### src/rtl/sync_comb_pkg.sv
package sync_comb_pkg;

   typedef struct packed {
      logic comb;
      logic no_dl;
   } sync_mode_t;

   localparam sync_mode_t SYNC_MODE_RESET = '{comb: 1'b1, no_dl: 1'b0};

   localparam int unsigned SYNC_MAX_LINKS = 64;

endpackage

### src/rtl/sync_cfg_latch.sv
module sync_cfg_latch
   import sync_comb_pkg::*;
#(
   parameter int unsigned N_LINKS = 4
) (
   input  logic               clk,
   input  logic               rst_n,
   input  logic               open_i,
   input  logic               mode_comb_i,
   input  logic               no_dl_i,
   input  logic [N_LINKS-1:0] en_i,
   output logic               comb_eff_o,
   output logic               no_dl_o,
   output logic [N_LINKS-1:0] en_o
);

   sync_mode_t               mode_q;
   logic [N_LINKS-1:0]       en_q;

   always_ff @(posedge clk or negedge rst_n) begin
      if (!rst_n) begin
         mode_q <= SYNC_MODE_RESET;
         en_q   <= '1;
      end else if (open_i) begin
         mode_q <= '{comb: mode_comb_i, no_dl: no_dl_i};
         en_q   <= en_i;
      end
   end

   assign comb_eff_o = mode_q.comb | mode_q.no_dl;
   assign no_dl_o    = mode_q.no_dl;
   assign en_o       = en_q;

endmodule

### src/rtl/sync_link_gate.sv
module sync_link_gate #(
   parameter int unsigned N_LINKS = 4
) (
   input  logic [N_LINKS-1:0] req_n_i,
   input  logic [N_LINKS-1:0] en_i,
   output logic [N_LINKS-1:0] req_o,
   output logic               any_o
);

   for (genvar g = 0; g < N_LINKS; g++) begin : g_link
      assign req_o[g] = en_i[g] & ~req_n_i[g];
   end

   assign any_o = |req_o;

endmodule

### src/rtl/sync_out_stage.sv
module sync_out_stage #(
   parameter int unsigned N_LINKS = 4
) (
   input  logic               clk,
   input  logic               rst_n,
   input  logic               tick_i,
   input  logic               comb_i,
   input  logic               any_i,
   input  logic [N_LINKS-1:0] req_i,
   output logic [N_LINKS-1:0] sync_n_o
);

   for (genvar g = 0; g < N_LINKS; g++) begin : g_out
      logic nxt;
      assign nxt = comb_i ? ~any_i : ~req_i[g];
      always_ff @(posedge clk or negedge rst_n) begin
         if (!rst_n) begin
            sync_n_o[g] <= 1'b0;
         end else if (tick_i) begin
            sync_n_o[g] <= nxt;
         end
      end
   end

endmodule

### src/rtl/sync_req_combiner.sv
module sync_req_combiner
   import sync_comb_pkg::*;
#(
   parameter int unsigned N_LINKS         = 4,
   parameter bit          LAUNCH_ON_FRAME = 1'b0
) (
   input  logic               clk,
   input  logic               rst_n,
   input  logic               frame_tick,
   input  logic               mode_comb,
   input  logic               no_dl,
   input  logic [N_LINKS-1:0] link_en,
   input  logic [N_LINKS-1:0] link_req_n,
   output logic [N_LINKS-1:0] sync_n
);

   if (N_LINKS < 1 || N_LINKS > SYNC_MAX_LINKS) begin : g_bad_links
      $error("sync_req_combiner: N_LINKS out of range");
   end

   logic               tick;
   logic               all_low;
   logic               comb_eff;
   logic               cfg_no_dl;
   logic [N_LINKS-1:0] cfg_en;
   logic [N_LINKS-1:0] req_act;
   logic               any_req;

   assign tick    = frame_tick | LAUNCH_ON_FRAME;
   assign all_low = ~|sync_n;

   sync_cfg_latch #(.N_LINKS(N_LINKS)) u_cfg (
      .clk         (clk),
      .rst_n       (rst_n),
      .open_i      (all_low),
      .mode_comb_i (mode_comb),
      .no_dl_i     (no_dl),
      .en_i        (link_en),
      .comb_eff_o  (comb_eff),
      .no_dl_o     (cfg_no_dl),
      .en_o        (cfg_en)
   );

   sync_link_gate #(.N_LINKS(N_LINKS)) u_gate (
      .req_n_i (link_req_n),
      .en_i    (cfg_en),
      .req_o   (req_act),
      .any_o   (any_req)
   );

   sync_out_stage #(.N_LINKS(N_LINKS)) u_out (
      .clk      (clk),
      .rst_n    (rst_n),
      .tick_i   (tick),
      .comb_i   (comb_eff),
      .any_i    (any_req),
      .req_i    (req_act),
      .sync_n_o (sync_n)
   );

endmodule

### config.mk
export PLATFORM = sky130hd
export DESIGN_NAME = sync_req_combiner
export DESIGN_NICKNAME = d
export VERILOG_FILES = /design/src/rtl/sync_comb_pkg.sv /design/src/rtl/sync_cfg_latch.sv /design/src/rtl/sync_link_gate.sv /design/src/rtl/sync_out_stage.sv /design/src/rtl/sync_req_combiner.sv
export SDC_FILE = /design/constraint.sdc
export NUM_CORES = 1
export LEC_CHECK = 0
export BUFFER_PORTS_ARGS = -buffer_cell sky130_fd_sc_hd__buf_2
export CELL_PAD_IN_SITES_DETAIL_PLACEMENT = 1
export CELL_PAD_IN_SITES_GLOBAL_PLACEMENT = 1
export CORE_AREA = 2 2 39 41
export DETAILED_ROUTE_END_ITERATION = 8
export DIE_AREA = 0 0 41 43
export PLACE_DENSITY_LB_ADDON = 0.1
export SETUP_SLACK_MARGIN = 0.2
export SKIP_LAST_GASP = 1
export SYNTH_ARGS = -nofsm -noshare
export SYNTH_HDL_FRONTEND = slang
export SYNTH_SLANG_ARGS = --single-unit
### constraint.sdc
create_clock -name clk -period 3.45 [get_ports clk]
set_clock_uncertainty 0.05 [all_clocks]
set_input_delay 0.69 -clock clk [delete_from_list [all_inputs] [get_ports clk]]
set_output_delay 0.69 -clock clk [all_outputs]
set_load 0.005 [all_outputs]
# After elaboration in Yosys (flattened, before gate mapping)
# Cells that the tools add are included.
# word_totals
reg_bits	10
in_bits	13
output_inout_bits	4
word_cells	27
# classes
n_mux	4
bitwise	14
reduce_logical	2
# op_table
cell	n
1-bit NOT	9
4-bit OR reduction	2
1-bit bitwise AND	4
1-bit two-way mux	4
1-bit OR	1

# Depth between registers and ports, before layout
# logic_depth
word_depth	5
depth_mapped	3
depth_no_buf	3

# By module
# From an unflattened synthesis, not the netlist that was laid out.
# unflattened
hier_cells	33
hier_area_um2	499.2
# by_module_without_submodules
module	instances	cells_each	area_each_um2	seq_area_each_um2
sync_cfg_latch	1	14	264.0	156.4
sync_out_stage	1	13	190.2	100.1
sync_link_gate	1	5	32.5	0.0
sync_req_combiner	1	1	12.5	0.0

# Worst setup path after synthesis
# No wires, ideal clock.
# synth_timing
path_type	register to register
from	register u_out.sync_n_o[2]
to	register u_cfg.mode_q, in the netlist u_cfg.no_dl_o
setup_time_ps	125
arrival_ps	1193
t_required_ps	3275
setup_slack_ps	2082
stages_incl_launch_ff	3
path_buffers	0
synth_period_minus_slack_ps	1368
path_cell_list	dfrtp_1 > nor4_4 > mux2_2
# synth_via
elab_chain_len	1
# synth_rtl
item	line	rtl
start: declaration	sync_out_stage.sv:10	output logic [N_LINKS-1:0] sync_n_o
start signal: indexed assignment	sync_out_stage.sv:20	sync_n_o[g] <= nxt;
4-bit OR reduction	sync_req_combiner.sv:30	assign all_low = ~|sync_n;
end signal: assignment	sync_cfg_latch.sv:25	mode_q <= '{comb: mode_comb_i, no_dl: no_dl_i};
end: declaration	sync_cfg_latch.sv:17	sync_mode_t mode_q;
# Every way passes these cells.
# A chain may end at the register's enable or synchronous reset.

# Worst setup path in the final report
# layout_timing
from	register u_out.sync_n_o[2]
to	output sync_n[2]
# layout_rtl
item	line	rtl
end: declaration	sync_req_combiner.sv:14	output logic [N_LINKS-1:0] sync_n
# No word-level cell between the ends.

==> results.toml <==
[place]
gp_congestion = 0.6570
port-buffer-count = 16
place_area_um2 = 535.5

[sta]
tns_ns = 0
worstMarginPinSlew_ns = 0.4358
slew_headroom_pct = 70.73
fin_crit_ns = 1.579
rsz0062_at_grt = "no"
finalSetupViolCount = 0
finalCritPeriodShare_pct = 45.76
max_freq_mhz = 633.5
drv_slew = 0
hold_violations = 0

[critical_path]
startpoint = "u_out.sync_n_o[2]"
r2r_end = "u_cfg.no_dl_o"
cp_max_fo = 3
crit_end = "sync_n[2]"
cpPeakStageDelay_ns = 0.42
start_kind = "flop"
r2r_cells = 2
crit_type = "reg2out"
cp.arrival_ns = 0.84
cp_slowest_cell = "dfrtp_1"
cp-end-kind = "output port"
crit_buf_inv = 1
r2r_start = "u_out.sync_n_o[2]"
regToRegSetupSlack_ns = 2.00
crit_cells = 1
crit_chain = "buf_2"
required_ns = 2.71
crit_family = "flip-flops"

[final_layout]
syn_to_final_growth_pct = 30.20
layout_commonest_cell = "buf_2"
seqCellArea_um2 = 256.5
nets = 69
multi_input_area_um2 = 178.9
mostFrequentLayoutCells = "buf_2 (16), mux2_2 (6), nor2_1 (5), dfstp_2 (5), dfrtp_1 (5)"
drive_gt1_share_pct = 58.18
fin_util_pct = 41.32
num_antenna_cells = 0
fillCellCount = 166
finalInstanceArea_um2 = 571.8

[logic_synthesis]
synth.area.top_cells = "dfstp_2 (30%), dfrtp_1 (28%), mux2_2 (15%)"
synthAdderAreaFrac_pct = 0
synth_nets = 49
syn_inst = 36
yosys.area.top_type = "dfstp_2"
synth_top_area_share_pct = 29.91
synth_area_um2 = 439.2
yosysWarnings = 0
synth.area.mux_share_pct = 15.38
synth_top_family_by_area = "simple AND/OR/NAND/NOR gates"
synth_xor_area_share_pct = 0
synth_compound_area_share_pct = 5.698
yosys.area_share.simple_pct = 19.66
ys_ff_latch = 10
ys_seq_area_share_pct = 58.40
postSynthAreaPerCell_um2 = 12.20
ys_types = 10

[clocking]
cts_hold_buf = 0
cts_resized = 0
clkSinkCount = 10
clk_latency_ns = 0.27
cts_setup_buffers = 0
clock_path_buffers = 2
root_buffer = "clkbuf_4"
cts_buffers = 3
htree_levels = 1
cts.reportedPaths.clkPinSlew_ns = 0.07
cts_tree = "yes"

[global_routing]
grt_start_max_net_pins = 11
overflow = 0
grt_pass1_wl_mm = 1.449
grt_pass1_vias = 346
track_usage_pct = 14.07
antenna_found_initial = 0

[die]
core-area_mm2 = 0.001384
die_area_mm2 = 0.001763
die_h_um = 43
ioPinCount = 17
core.rowCount = 14
die_w_um = 41
initial_utilization_pct = 31.74

[power_and_ir_drop]
p_sw_mw = 0.05195
combPwrFrac_pct = 6.0
p_clk_share_pct = 44.4
ir_drop_v = 0.0001787
power.leakage_nw = 0.2759
swShare_pct = 21.34
share_seq_of_total_power_pct = 49.6
p_int_mw = 0.1915
cellPowerDensity_mw_per_mm2 = 425.7

[worst_hold_path]
min_path_type = "in2async"

[route]
wl_um = 928
num_vias = 341
vias_per_cell = 4.803
ant_nets = 0
wl_per_cell_um = 13.07
drt_iter0_markers = 1
drcViolationCount = 0
drtPass1Iterations = 2

[run]
drv_cap = 0

[outcome]
outcome = "finished clean"
final cells by class:
type | count | share of cell area, %
repair buffers | 16 | 14.00
clock buffers | 4 | 6.346
well taps | 16 | 3.501
multi-input cells | 25 | 31.29
flip-flops and latches | 10 | 44.86
state kept, by name, indices dropped and copies added (netlist names):
register,flops
u_cfg.en_o,4
u_out.sync_n_o,4
u_cfg.mode_q,1
u_cfg.no_dl_o,1
logic make-up (layout without fill, tap and decap cells):
logic type,Yosys count,count (layout)
AO/OA/AOI/OAI,4,4
buffers and inverters,1,20
flip-flops,10,10
multiplexers,6,6
AND/OR/NAND/NOR,15,15
synthesized netlist by cell type:
master and n:
mux2_2 6, dfrtp_1 5, dfstp_2 5, nor2_1 5
a31oi_1 4, nand2_1 4, nand2b_1 4, buf_1 1
nand4_1 1, nor4_4 1
power groups by stage:
stage | logic [mW] | clock network, mW | registers, mW
final | 0.0145 | 0.108 | 0.121
after global routing | 0.0165 | 0.118 | 0.121
after CTS | 0.0151 | 0.112 | 0.121
after detailed placement | 0.0151 | 0 | 0.123
after global placement | 0.0143 | 0 | 0.123
after floorplan | 0.00536 | 0 | 0.123
worst min path at each step:
| stage | to | startpoint | slack, ns | cells after the start |
|---|---|---|---|---|
| floorplan | u_cfg.no_dl_o | rst_n | 0.34 | 0 |
| global placement | u_cfg.no_dl_o | u_cfg.no_dl_o | 0.44 | 1 |
| detailed placement | u_cfg.no_dl_o | u_cfg.no_dl_o | 0.46 | 1 |
| CTS | u_out.sync_n_o[1] | rst_n | 0.22 | 1 |
| global route | u_out.sync_n_o[1] | rst_n | 0.22 | 1 |
| finish | u_out.sync_n_o[1] | rst_n | 0.21 | 1 |
routing by layer:
metal	GRT usage [%]	vias to the layer above	routed length (µm)
met2	20.31	14	467
met1	13.18	161	333
li1	-	162	-
met3	5.236	4	79
met5	0	-	0
met4	16.00	0	46
per-stage QoR:
step / hold slack, ns / power, mW / setup slack [ns] / instances
floorplan: 0.3444 / 0.1281 / 2.082 / 36
global placement: 0.4430 / 0.1370 / 2.001 / 67
detailed placement: 0.4627 / 0.1380 / 1.984 / 67
CTS: 0.2159 / 0.2474 / 1.860 / 71
global route: 0.2162 / 0.2557 / 1.836 / 71
finish: 0.2131 / 0.2434 / 1.871 / 71
Power figures use the tool's default switching activity.
